==> src/rtl/irq_fanin_pkg.sv <==
package irq_fanin_pkg;

  typedef enum logic [1:0] {
    SEL_NONE   = 2'd0,
    SEL_STATUS = 2'd1,
    SEL_RAW    = 2'd2,
    SEL_MASK   = 2'd3
  } regSelE;

  // Strobes from the bus decoder into the datapath
  typedef struct packed {
    logic   wrStatus;
    logic   wrMaskSet;
    logic   wrMaskClr;
    logic   rdEn;
    regSelE rdSel;
  } ctrlStrbS;

endpackage

==> src/rtl/irq_fanin_sync.sv <==
module irq_fanin_sync #(
  parameter int NUM_SRC = 16,
  parameter int STAGES  = 2
) (
  input  logic               clk,
  input  logic               rstN,
  input  logic [NUM_SRC-1:0] asyncIn,
  output logic [NUM_SRC-1:0] syncOut
);

  genvar gi;
  generate
    for (gi = 0; gi < NUM_SRC; gi++) begin : g_bit
      logic [STAGES-1:0] chainQ;
      always_ff @(posedge clk or negedge rstN) begin
        if (!rstN) chainQ <= '0;
        else       chainQ <= {chainQ[STAGES-2:0], asyncIn[gi]};
      end
      assign syncOut[gi] = chainQ[STAGES-1];
    end
  endgenerate

endmodule

==> src/rtl/irq_fanin_ctrl.sv <==
module irq_fanin_ctrl
  import irq_fanin_pkg::*;
#(
  parameter int                ADDR_W     = 8,
  parameter logic [ADDR_W-1:0] OFS_STATUS = 8'h16,
  parameter logic [ADDR_W-1:0] OFS_RAW    = 8'h18,
  parameter logic [ADDR_W-1:0] OFS_MSET   = 8'h1A,
  parameter logic [ADDR_W-1:0] OFS_MCLR   = 8'h1C
) (
  input  logic [ADDR_W-1:0] busAddr,
  input  logic              busWr,
  input  logic              busRd,
  output ctrlStrbS          strb
);

  always_comb begin
    strb.wrStatus  = busWr && (busAddr == OFS_STATUS);
    strb.wrMaskSet = busWr && (busAddr == OFS_MSET);
    strb.wrMaskClr = busWr && (busAddr == OFS_MCLR);
    strb.rdEn      = busRd;
    if (busAddr == OFS_STATUS)                           strb.rdSel = SEL_STATUS;
    else if (busAddr == OFS_RAW)                         strb.rdSel = SEL_RAW;
    else if (busAddr == OFS_MSET || busAddr == OFS_MCLR) strb.rdSel = SEL_MASK;
    else                                                 strb.rdSel = SEL_NONE;
  end

endmodule

==> src/rtl/irq_fanin_dp.sv <==
module irq_fanin_dp
  import irq_fanin_pkg::*;
#(
  parameter int NUM_SRC = 16
) (
  input  logic               clk,
  input  logic               rstN,
  input  ctrlStrbS           strb,
  input  logic [NUM_SRC-1:0] syncIn,
  input  logic [NUM_SRC-1:0] wdata,
  output logic [NUM_SRC-1:0] rdata,
  output logic               parentIrq
);

  logic [NUM_SRC-1:0] statusQ;
  logic [NUM_SRC-1:0] maskQ;
  logic [NUM_SRC-1:0] ackBits;
  logic [NUM_SRC-1:0] setBits;
  logic [NUM_SRC-1:0] clrBits;

  assign ackBits = strb.wrStatus  ? wdata : '0;
  assign setBits = strb.wrMaskSet ? wdata : '0;
  assign clrBits = strb.wrMaskClr ? wdata : '0;

  // Sticky pending bits: a live source wins over an acknowledge
  always_ff @(posedge clk or negedge rstN) begin
    if (!rstN) statusQ <= '0;
    else       statusQ <= (statusQ & ~ackBits) | syncIn;
  end

  always_ff @(posedge clk or negedge rstN) begin
    if (!rstN) maskQ <= '0;
    else       maskQ <= (maskQ | setBits) & ~clrBits;
  end

  always_ff @(posedge clk or negedge rstN) begin
    if (!rstN) begin
      rdata <= '0;
    end else if (strb.rdEn) begin
      case (strb.rdSel)
        SEL_STATUS: rdata <= statusQ;
        SEL_RAW:    rdata <= syncIn;
        SEL_MASK:   rdata <= maskQ;
        default:    rdata <= '0;
      endcase
    end
  end

  assign parentIrq = |(statusQ & maskQ);

  AST_SRC_LATCHED: assert property (@(posedge clk) disable iff (!rstN)
    1'b1 |=> ((statusQ & $past(syncIn)) == $past(syncIn)));
  AST_NO_SPURIOUS_SET: assert property (@(posedge clk) disable iff (!rstN)
    1'b1 |=> ((statusQ & ~$past(statusQ) & ~$past(syncIn)) == '0));
  AST_ACK_CLEARS: assert property (@(posedge clk) disable iff (!rstN)
    strb.wrStatus |=> ((statusQ & $past(wdata) & ~$past(syncIn)) == '0));
  AST_MASK_SET: assert property (@(posedge clk) disable iff (!rstN)
    strb.wrMaskSet |=> ((maskQ & $past(wdata)) == $past(wdata)));
  AST_MASK_CLR: assert property (@(posedge clk) disable iff (!rstN)
    strb.wrMaskClr |=> ((maskQ & $past(wdata)) == '0));
  AST_PARENT_DROP: assert property (@(posedge clk) disable iff (!rstN)
    $fell(parentIrq) |-> $past(strb.wrStatus || strb.wrMaskClr));

endmodule

==> src/rtl/irq_fanin.sv <==
module irq_fanin
  import irq_fanin_pkg::*;
#(
  parameter int                NUM_SRC    = 16,
  parameter int                ADDR_W     = 8,
  parameter int                SYNC_STG   = 2,
  parameter logic [ADDR_W-1:0] OFS_STATUS = 8'h16,
  parameter logic [ADDR_W-1:0] OFS_RAW    = 8'h18,
  parameter logic [ADDR_W-1:0] OFS_MSET   = 8'h1A,
  parameter logic [ADDR_W-1:0] OFS_MCLR   = 8'h1C
) (
  input  logic               clk,
  input  logic               rstN,
  input  logic [NUM_SRC-1:0] srcIn,
  input  logic [ADDR_W-1:0]  busAddr,
  input  logic               busWr,
  input  logic               busRd,
  input  logic [NUM_SRC-1:0] busWdata,
  output logic [NUM_SRC-1:0] busRdata,
  output logic               parentIrq
);

  logic [NUM_SRC-1:0] syncSrc;
  ctrlStrbS           strb;

  irq_fanin_sync #(.NUM_SRC(NUM_SRC), .STAGES(SYNC_STG)) sync_i (
    .clk(clk), .rstN(rstN), .asyncIn(srcIn), .syncOut(syncSrc)
  );

  irq_fanin_ctrl #(
    .ADDR_W(ADDR_W), .OFS_STATUS(OFS_STATUS), .OFS_RAW(OFS_RAW),
    .OFS_MSET(OFS_MSET), .OFS_MCLR(OFS_MCLR)
  ) ctrl_i (
    .busAddr(busAddr), .busWr(busWr), .busRd(busRd), .strb(strb)
  );

  irq_fanin_dp #(.NUM_SRC(NUM_SRC)) dp_i (
    .clk(clk), .rstN(rstN), .strb(strb), .syncIn(syncSrc),
    .wdata(busWdata), .rdata(busRdata), .parentIrq(parentIrq)
  );

  AST_RESET_QUIET: assert property (@(posedge clk)
    !rstN |=> (busRdata == '0 && !parentIrq));

endmodule

==> config.mk <==
export PLATFORM = sky130hd
export DESIGN_NAME = irq_fanin
export DESIGN_NICKNAME = d
export VERILOG_FILES = /design/src/rtl/irq_fanin_pkg.sv /design/src/rtl/irq_fanin_sync.sv /design/src/rtl/irq_fanin_ctrl.sv /design/src/rtl/irq_fanin_dp.sv /design/src/rtl/irq_fanin.sv
export SDC_FILE = /design/constraint.sdc
export NUM_CORES = 1
export LEC_CHECK = 0
export BUFFER_PORTS_ARGS = -buffer_cell sky130_fd_sc_hd__buf_2
export CAP_MARGIN = 30
export CELL_PAD_IN_SITES_DETAIL_PLACEMENT = 0
export CELL_PAD_IN_SITES_GLOBAL_PLACEMENT = 1
export CORE_MARGIN = 2
export CORE_UTILIZATION = 41
export CTS_CLUSTER_SIZE = 40
export DETAILED_ROUTE_END_ITERATION = 8
export PLACE_DENSITY_LB_ADDON = 0.1
export SLEW_MARGIN = 20
export SYNTH_ARGS = -nofsm -noshare
export SYNTH_HDL_FRONTEND = slang
export SYNTH_SLANG_ARGS = --single-unit
==> constraint.sdc <==
create_clock -name clk -period 0.94 [get_ports clk]
set_input_delay 0.047 -clock clk [delete_from_list [all_inputs] [get_ports clk]]
set_output_delay 0.047 -clock clk [all_outputs]
set_load 0.02 [all_outputs]
==> results.cfg, run 1 <==
[finish]
sequential_cell_area_um2 = 2000
num-nets-final = 483
fillers = 730
area_growth_syn_to_layout_pct = 46.6
layout.core_utilization_pct = 62.1
combined_area_of_the_multi_input_logic_cells_um2 = 1570
finish.cell_count_without_fillers = 552
diodes = 0
drive_gt1_share_pct = 42.6

[power_and_ir_drop]
power.density_cell_area_nw_per_um2 = 1290
static-leakage-power_nw = 2.29
share_clk_of_total_power_pct = 34.2
internal-power_mw = 5.11
power.combinational.fraction_pct = 14.2
irDropWorstVdd_mv = 1.02
power.share.switching_pct = 27.2
report.power.total_mw = 7.01
p_sw_mw = 1.90
seq_power_share_pct = 51.6

[placed_design]
dp_worst_setup_slack_ns = -0.303
place.port_buffers = 60
hpwl_mm = 6.85
dpl.cell_count = 493
gp_congestion = 0.820

[synthesis]
synth_top_cells_by_area = sky130_fd_sc_hd__dfrtp_1 (54%), sky130_fd_sc_hd__nand4b_1 (7.6%), sky130_fd_sc_hd__mux2i_1 (4.3%)
share_of_flip_flops_with_an_asynchronous_set_or_reset_pct = 100
synthSimpleGateAreaFrac_pct = 13.2
number_of_synthesized_flops_with_an_enable_pin = 0
yosysWarnings = 0
synthesis.area_per_instance_um2 = 12.6
synth_seq_cells = 80
synth_nets = 338
syn-cell-area_um2 = 3690
synth-seq-area-share_pct = 54.2
post_synth_num_cell_types = 31
synth_cells = 294
post_synth_xor_area_fraction_pct = 0
post_synth_fa_ha_maj_area_fraction_pct = 0
synth_top_area_share_pct = 54.2
synth_top_family_by_area = compound AO/OA/AOI/OAI gates
synth.mux.area_fraction_pct = 4.33
netlist.top_cell.by_area = sky130_fd_sc_hd__dfrtp_1
synthFlopType = sky130_fd_sc_hd__dfrtp_1
synth_compound_gate_area_share_pct = 22.1

[die]
die_x_um = 98.9
placement_rows = 34
fp.dieArea_um2 = 9790
boundaryPins = 61
core_area_um2 = 8720
die-height_um = 98.9
start_util_pct = 42.4

[global_routing]
grt_pass1_vias = 3253
antenna_found_initial = 0
grt_pass1_wl_mm = 17.0
grt_usage_pct = 22.5
grt.overflow.total = 0
maximum_number_of_pins_on_one_net_before_global_route_repair = 81

[sta]
final.hold.worst_slack_ns = 0.0228
fmax_ghz = 0.624
fin_skew_ns = 0.0185
timing.final.crit_share_pct = 170
worst-slew-pin-transition_ns = 0.426
maxSlewViolCount = 0
final.setup.worst_slack_ns = -0.661
timing.final.setup_violations = 18
grt_setup_unrepaired = yes
fin_hold_viols = 0
worst_slew_margin_rel_pct = 71.6
min_period_ns = 1.60

[drt]
dr.first_iter.drc_count = 93
wl_mm = 10.2
avgRoutedWirePerCell_um = 18.5
final_antenna_net_count = 0
drc = 0
viasPerCell = 5.59
drt_pass1_iterations = 4
via_count = 3085

[critical_path]
critical-path-slowest-cell = sky130_fd_sc_hd__dfrtp_1
critPathTopFamily = compound AO/OA/AOI/OAI gates
critical_path_at_ns = 1.55
worst-endpoint-required_ns = 0.89
timing.critical_path.buf_inv = 1
largest_fanout_on_the_critical_path = 2
startpoint_type = register
critical_path.endpoint_type = primary output
timing.setup.critical_path_class = reg2out
crit_path_cell_trace = a22o_1 > a221oi_2 > nand4_1 > buf_2
critical_path.max_stage_delay_ns = 0.41

[job]
maxCapViolations = 0

[clocking]
clk_latency_ns = 0.36
cts.root.buffer_cell = sky130_fd_sc_hd__clkbuf_8
cts_tree = built
cts_buffers = 9
clock_tree.htree_level_count = 3
tritoncts_num_sinks = 80
cts_max_path_buffers = 2
clock_transition_at_the_registers_of_the_reported_paths_ns = 0.10

[run_status]
status = complete, but fails checks
violations = setup timing

[hold_path]
min_path_type = in2reg
==> worst reg2reg max path, stage by stage (launching register included) <==
cell	delay, ns
sky130_fd_sc_hd__dfrtp_1	0.40
sky130_fd_sc_hd__buf_6	0.13
sky130_fd_sc_hd__mux2i_2	0.15
sky130_fd_sc_hd__o211a_1	0.25
sky130_fd_sc_hd__o22ai_2	0.08
==> timing repair <==
item	4_1_cts	5_1_grt
endpoints found under the hold margin	115	0
pin swaps	16	16
hold buffers	33	0
resized for setup	49	18
endpoints found under the setup margin	32	40
buffers inserted	7	9
==> synthesized netlist by cell type (2+ instances only) <==
master	n
sky130_fd_sc_hd__a221oi_1	4
sky130_fd_sc_hd__o22ai_2	10
sky130_fd_sc_hd__buf_4	2
sky130_fd_sc_hd__nor4b_4	2
sky130_fd_sc_hd__mux2i_1	16
sky130_fd_sc_hd__dfrtp_1	80
sky130_fd_sc_hd__nand4_1	18
sky130_fd_sc_hd__o22ai_1	6
sky130_fd_sc_hd__a21o_1	17
sky130_fd_sc_hd__a41oi_1	15
sky130_fd_sc_hd__buf_1	3
sky130_fd_sc_hd__a22o_1	4
sky130_fd_sc_hd__a21oi_1	5
sky130_fd_sc_hd__and3b_1	2
sky130_fd_sc_hd__a21oi_2	10
sky130_fd_sc_hd__nand4b_1	32
sky130_fd_sc_hd__o211a_1	16
sky130_fd_sc_hd__inv_1	19
sky130_fd_sc_hd__clkbuf_1	12
sky130_fd_sc_hd__buf_2	10
==> logic make-up after synthesis <==
family,Yosys count
buffers and inverters,49
DFF,80
muxes,16
and+or+nand+nor,58
AOI/OAI and AO/OA,91
==> power by group through the flow <==
stage	logic, mW	registers (mW)	clock network, mW
finish	0.995	3.62	2.40
global route	1.08	3.63	2.64
CTS	0.962	3.62	2.48
detailed placement	0.829	3.68	0
global placement	0.813	3.68	0
floorplan	0.379	3.66	0
==> area by class of cell <==
class | instances | share of cell area, %
Clock buffer | 10 | 2.54
Tap cell | 108 | 2.49
Sequential cell | 80 | 37.0
Inverter | 19 | 1.32
Clock inverter | 6 | 0.924
Multi-Input combinational cell | 165 | 29.0
Timing Repair Buffer | 164 | 26.7
==> cells in the final DEF (no fill, tap or decap), types with 2 or more instances in the layout <==
cell	instances
sky130_fd_sc_hd__a221oi_2	4
sky130_fd_sc_hd__nor4b_4	2
sky130_fd_sc_hd__nand4_1	18
sky130_fd_sc_hd__a22o_1	4
sky130_fd_sc_hd__buf_6	34
sky130_fd_sc_hd__dfrtp_2	2
sky130_fd_sc_hd__a41oi_1	7
sky130_fd_sc_hd__mux2i_1	15
sky130_fd_sc_hd__buf_2	43
sky130_fd_sc_hd__clkinvlp_4	2
sky130_fd_sc_hd__dlygate4sd3_1	33
sky130_fd_sc_hd__a21o_1	17
sky130_fd_sc_hd__o211a_1	16
sky130_fd_sc_hd__o22ai_1	4
sky130_fd_sc_hd__o22ai_2	12
sky130_fd_sc_hd__inv_1	18
sky130_fd_sc_hd__a21oi_1	5
sky130_fd_sc_hd__and3b_1	2
sky130_fd_sc_hd__dfrtp_1	78
sky130_fd_sc_hd__inv_6	2
sky130_fd_sc_hd__a21oi_2	10
sky130_fd_sc_hd__clkbuf_8	10
sky130_fd_sc_hd__buf_12	9
sky130_fd_sc_hd__clkinv_4	2
sky130_fd_sc_hd__a41oi_2	8
sky130_fd_sc_hd__nand4b_1	32
sky130_fd_sc_hd__buf_4	45
==> sequential cells by signal (all words and copies together) (netlist names) <==
| name | flops |
|---|---|
| dp_i.statusQ | 16 |
| dp_i.rdata | 16 |
| dp_i.maskQ | 16 |
| sync_i.g_bit.chainQ | 32 |
==> layer usage <==
layer / track usage, % / share of wire (%)
met1: 30.0 / 46
met2: 35.7 / 47
met3: 4.68 / 3.9
met4: 10.0 / 3.2
met5: 0 / 0
==> through the flow <==
stage / area (um^2) / setup TNS (ns)
floorplan: 3740 / -4.63
global placement: 4570 / -9.66
detailed placement: 4570 / -10.82
finish: 5420 / -2.41
CTS: 5280 / -2.53
global route: 5420 / -3.83
==> path summary, 6_finish.rpt <==
kind / from / to / slack, ns / cells past startpoint
setup reg to reg: dp_i.maskQ[5]$_DFF_PN0_ / dp_i.rdata[5]$_DFFE_PN0P_ / -0.18 / 4
setup / recovery: dp_i.maskQ[13]$_DFF_PN0_ / parentIrq / -0.66 / 4
hold reg to reg: sync_i.g_bit[4].chainQ[0]$_DFF_PN0_ / sync_i.g_bit[4].chainQ[1]$_DFF_PN0_ / 0.34 / 0
hold / removal: busWdata[15] / dp_i.statusQ[15]$_DFF_PN0_ / 0.02 / 3
min in group asynchronous: rstN / sync_i.g_bit[3].chainQ[1]$_DFF_PN0_ / 0.24 / 3
max in group asynchronous: rstN / dp_i.maskQ[6]$_DFF_PN0_ / 0.34 / 3
Power figures use the tool's default switching activity.
==> run 2: changes to the inputs <==
Settings changed: RECOVER_POWER set to 50.
==> run 2 against run 1 <==
The flow still finishes with violations (setup timing). Via count about the same. Clock skew is 0.00052 ns higher. Die area did not move. Design area down 0.16%. Critical path depth unchanged. Combinational power shrank 0.6%. Sequential power is essentially flat. Core utilization shrank 0.10 points. Clock power is essentially flat. Non-clock buffer count is the same. Worst setup slack lost 0.00074 ns. Critical endpoint unchanged. Largest power group unchanged.
==> results.cfg, run 2 (synthesis results as in run 1) <==
[run_status]
status = complete, but fails checks
violations = setup timing

[clocking]
tritoncts_num_sinks = 80
cts.root.buffer_cell = sky130_fd_sc_hd__clkbuf_8
clk_latency_ns = 0.37
clock_tree.htree_level_count = 3
cts_buffers = 9
cts_max_path_buffers = 2
clock_transition_at_the_registers_of_the_reported_paths_ns = 0.10
cts_tree = built

[placed_design]
hpwl_mm = 6.85
placed_standard_cell_area_um2 = 4570
gp_congestion = 0.820
dpl.cell_count = 493
dp_worst_setup_slack_ns = -0.303
place.port_buffers = 60

[finish]
area_growth_syn_to_layout_pct = 46.4
fillers = 731
registers.top_by_ff_count = sync_i.g_bit.chainQ
largest_register_ff_count = 32
num-nets-final = 483
combined_area_of_the_multi_input_logic_cells_um2 = 1570
mostFrequentLayoutCell = sky130_fd_sc_hd__dfrtp_1
drive_gt1_share_pct = 42.6
finish.cell_count_without_fillers = 552
fin_area_um2 = 5410
sequential_cell_area_um2 = 2000
layout.core_utilization_pct = 62.0
layout.cells.most_common_list = sky130_fd_sc_hd__dfrtp_1 (78), sky130_fd_sc_hd__buf_4 (44), sky130_fd_sc_hd__buf_2 (43)
diodes = 0

[global_routing]
antenna_found_initial = 0
grt.overflow.total = 0
maximum_number_of_pins_on_one_net_before_global_route_repair = 81
grt_usage_pct = 22.5
grt_pass1_vias = 3253
grt_pass1_wl_mm = 17.0

[critical_path]
critical_path.endpoint_type = primary output
startpoint_type = register
worst-endpoint-required_ns = 0.89
critical_path_at_ns = 1.56
largest_fanout_on_the_critical_path = 2
timing.setup.critical_path_class = reg2out

[power_and_ir_drop]
seq_power_share_pct = 51.6
static-leakage-power_nw = 2.29
report.power.total_mw = 7.01
p_sw_mw = 1.90
power.share.switching_pct = 27.2
share_clk_of_total_power_pct = 34.3
irDropWorstVdd_mv = 1.02
power.combinational.fraction_pct = 14.1
internal-power_mw = 5.10
power.density_cell_area_nw_per_um2 = 1300

[die]
core_area_um2 = 8720
boundaryPins = 61
fp.dieArea_um2 = 9790
placement_rows = 34
die-height_um = 98.9
start_util_pct = 42.4
die_x_um = 98.9

[hold_path]
min_path_type = in2reg

[job]
maxCapViolations = 0

[sta]
fin_hold_viols = 0
worst-slew-pin-transition_ns = 0.714
maxSlewViolCount = 0
fmax_ghz = 0.624
final.hold.worst_slack_ns = 0.0228
timing.final.setup_violations = 18
timing.final.crit_share_pct = 170
worst_slew_margin_rel_pct = 52.4
final.setup.worst_slack_ns = -0.662
fin_skew_ns = 0.0190
min_period_ns = 1.60
grt_setup_unrepaired = yes
total_negative_slack_for_setup_checks_ns = -2.42

[drt]
avgRoutedWirePerCell_um = 18.5
wl_mm = 10.2
drc = 0
dr.first_iter.drc_count = 93
drt_pass1_iterations = 4
final_antenna_net_count = 0
via_count = 3084
viasPerCell = 5.59
[run 2: routing by layer]
| metal | wire (um) | GRT usage [%] | vias up |
|---|---|---|---|
| met2 | 4820 | 35.7 | 83 |
| met1 | 4680 | 30.0 | 1540 |
| li1 | - | - | 1438 |
| met4 | 331 | 10.0 | 0 |
| met5 | 0 | 0 | - |
| met3 | 395 | 4.68 | 23 |
[run 2: worst paths after layout]
check | start | slack, ns | depth (start not counted) | end
worst max-delay path | dp_i.maskQ[13]$_DFF_PN0_ | -0.66 | 4 | parentIrq
worst min-delay path | busWdata[15] | 0.02 | 3 | dp_i.statusQ[15]$_DFF_PN0_
worst max register to register | dp_i.maskQ[5]$_DFF_PN0_ | -0.18 | 4 | dp_i.rdata[5]$_DFFE_PN0P_
worst min register to register | sync_i.g_bit[4].chainQ[0]$_DFF_PN0_ | 0.33 | 0 | sync_i.g_bit[4].chainQ[1]$_DFF_PN0_
max in group asynchronous | rstN | 0.03 | 3 | dp_i.maskQ[6]$_DFF_PN0_
min in group asynchronous | rstN | 0.36 | 3 | sync_i.g_bit[3].chainQ[1]$_DFF_PN0_
[run 2: power groups by stage]
stage	combinational (mW)	sequential (mW)	clock, mW
after floorplan	0.379	3.66	0
after global placement	0.813	3.68	0
after detailed placement	0.829	3.68	0
after CTS	0.962	3.62	2.48
after global routing	1.07	3.63	2.64
final	0.989	3.62	2.40
[run 2: cell type report]
cell class,instances,share of cell area [%]
Clock buffer,10,2.54
Clock inverter,6,0.925
Inverter,19,1.32
Multi-Input combinational cell,165,29.1
Sequential cell,80,37.1
Tap cell,108,2.50
Timing Repair Buffer,164,26.6
[run 2: repair_timing]
item,4_1_cts,5_1_grt
gates resized for setup,49,18
cloned,0,0
endpoints found under the setup margin,32,40
hold endpoints to repair,115,0
buffers inserted,7,9
pin swaps,16,16
hold buffers,33,0
[run 2: worst max-delay path, stage by stage (launching register included)]
cell	delay, ns
sky130_fd_sc_hd__dfrtp_1	0.41
sky130_fd_sc_hd__a22o_1	0.24
sky130_fd_sc_hd__a221oi_2	0.19
sky130_fd_sc_hd__nand4_1	0.16
sky130_fd_sc_hd__buf_2	0.19
==> run 3: changes to the inputs <==
Settings changed: CELL_PAD_IN_SITES_DETAIL_PLACEMENT 0 to not set, CELL_PAD_IN_SITES_GLOBAL_PLACEMENT 1 to not set, CORE_UTILIZATION 41 to 51, PLACE_DENSITY set to 0.76, PLACE_DENSITY_LB_ADDON 0.1 to not set.
==> run 3 against run 2 <==
The run still ends with setup timing left. Sequential power about the same. Core utilization up 14 points. Worst hold slack better by 0.040 ns. Fmax up 1.0%. Die area is 19% lower. Critical endpoint unchanged.
==> results.cfg, run 3 (synthesis results as in run 1) <==
[run_status]
status = complete, but fails checks
violations = setup timing

[drt]
avgRoutedWirePerCell_um = 19.6
dr.first_iter.drc_count = 254
drc = 0
wl_mm = 10.6
viasPerCell = 5.99
final_antenna_net_count = 0
drt_pass1_iterations = 5
via_count = 3251

[sta]
fin_hold_viols = 0
final.hold.worst_slack_ns = 0.0623
fin_skew_ns = 0.0122
min_period_ns = 1.59
maxSlewViolCount = 0
grt_setup_unrepaired = yes
worst-slew-pin-transition_ns = 0.453
timing.final.setup_violations = 22
worst_slew_margin_rel_pct = 69.8
fmax_ghz = 0.631
timing.final.crit_share_pct = 169
final.setup.worst_slack_ns = -0.646

[die]
start_util_pct = 51.8
die-height_um = 89.1
fp.dieArea_um2 = 7940
die_x_um = 89.1
core_area_um2 = 7140
placement_rows = 31
boundaryPins = 61

[global_routing]
grt_pass1_vias = 3191
grt_pass1_wl_mm = 16.3
grt.overflow.total = 0
maximum_number_of_pins_on_one_net_before_global_route_repair = 35
antenna_found_initial = 0
grt_usage_pct = 27.5

[critical_path]
worst_r2r_startpoint = dp_i.maskQ[12]$_DFF_PN0_
critical_path_at_ns = 1.54
largest_fanout_on_the_critical_path = 2
startpoint_type = register
startpoint = dp_i.maskQ[15]$_DFF_PN0_
timing.setup.critical_path_class = reg2out
critical_path.endpoint_type = primary output
worst-endpoint-required_ns = 0.89

[power_and_ir_drop]
share_clk_of_total_power_pct = 38.7
power.share.switching_pct = 25.9
static-leakage-power_nw = 2.30
power.density_cell_area_nw_per_um2 = 1390
seq_power_share_pct = 48.3
p_sw_mw = 1.94
power.combinational.fraction_pct = 13.1
internal-power_mw = 5.57
irDropWorstVdd_mv = 1.23

[clocking]
cts.root.buffer_cell = sky130_fd_sc_hd__clkbuf_8
cts_max_path_buffers = 2
cts_tree = built
cts_buffers = 9
clk_latency_ns = 0.36
tritoncts_num_sinks = 80
clock_transition_at_the_registers_of_the_reported_paths_ns = 0.09
clock_tree.htree_level_count = 3

[placed_design]
hpwl_mm = 6.56
dpl.cell_count = 481
placed_standard_cell_area_um2 = 4520
dp_worst_setup_slack_ns = -0.293
place.port_buffers = 60
gp_congestion = 0.794

[finish]
combined_area_of_the_multi_input_logic_cells_um2 = 1580
num-nets-final = 483
finish.cell_count_without_fillers = 543
fin_area_um2 = 5420
largest_register_ff_count = 32
diodes = 0
registers.top_by_ff_count = sync_i.g_bit.chainQ
drive_gt1_share_pct = 42.6
sequential_cell_area_um2 = 2010
area_growth_syn_to_layout_pct = 46.7
fillers = 482
layout.cells.most_common_list = sky130_fd_sc_hd__dfrtp_1 (77), sky130_fd_sc_hd__buf_4 (47), sky130_fd_sc_hd__buf_2 (42)
mostFrequentLayoutCell = sky130_fd_sc_hd__dfrtp_1

[hold_path]
holdCritStartpoint = busWdata[15]
min_path_type = in2reg

[job]
maxCapViolations = 0
-- run 3: through the flow --
stage	power [mW]	util [%]	setup TNS, ns
after floorplan	4.04	-	-4.63
after global placement	4.45	63.4	-8.82
after detailed placement	4.47	63.4	-10.50
after CTS	7.50	74.9	-2.21
after global routing	7.78	75.9	-4.35
final	7.51	75.9	-2.40
-- run 3: timing repair --
item,CTS,global route
pin swaps,13,6
gates resized for setup,55,16
hold buffers,33,0
hold endpoints to repair,116,0
setup endpoints to repair,36,42
cloned,0,0
setup buffers,12,8
-- run 3: worst paths after layout --
kind / to / slack (ns) / cells past startpoint
setup / recovery: parentIrq / -0.65 / 4
hold / removal: dp_i.statusQ[15]$_DFF_PN0_ / 0.06 / 3
setup reg to reg: dp_i.rdata[12]$_DFFE_PN0P_ / -0.18 / 4
hold reg to reg: sync_i.g_bit[1].chainQ[1]$_DFF_PN0_ / 0.35 / 0
max in group asynchronous: dp_i.maskQ[4]$_DFF_PN0_ / 0.09 / 3
min in group asynchronous: dp_i.maskQ[0]$_DFF_PN0_ / 0.15 / 2
-- run 3: cell type report --
type	instances	share of cell area [%]
Clock buffer	9	2.29
Clock inverter	7	1.89
Inverter	19	1.32
Multi-Input combinational cell	165	29.1
Sequential cell	80	37.0
Tap cell	99	2.29
Timing Repair Buffer	164	26.1
-- run 3: power groups by stage --
stage               Clock [mW]  Combinational [mW]  Sequential, mW
floorplan                    0               0.379            3.66
global placement             0               0.773            3.67
detailed placement           0               0.795            3.68
CTS                       2.94               0.944            3.62
global route              3.10                1.04            3.64
finish                    2.90               0.981            3.62
-- run 3: critical path, stage by stage (launching register included) --
cell,delay [ns]
sky130_fd_sc_hd__dfrtp_1,0.41
sky130_fd_sc_hd__a22o_1,0.22
sky130_fd_sc_hd__a221oi_2,0.21
sky130_fd_sc_hd__nand4_1,0.15
sky130_fd_sc_hd__buf_4,0.18
-- run 3: per-layer routing --
layer  track usage [%]  routed length, um  vias to the layer above
li1                  -                  -                     1441
met1              38.1               4600                     1625
met2              41.2               5060                      156
met3              6.37                696                       29
met4              13.0                270                        0
met5                 0                  0                        -
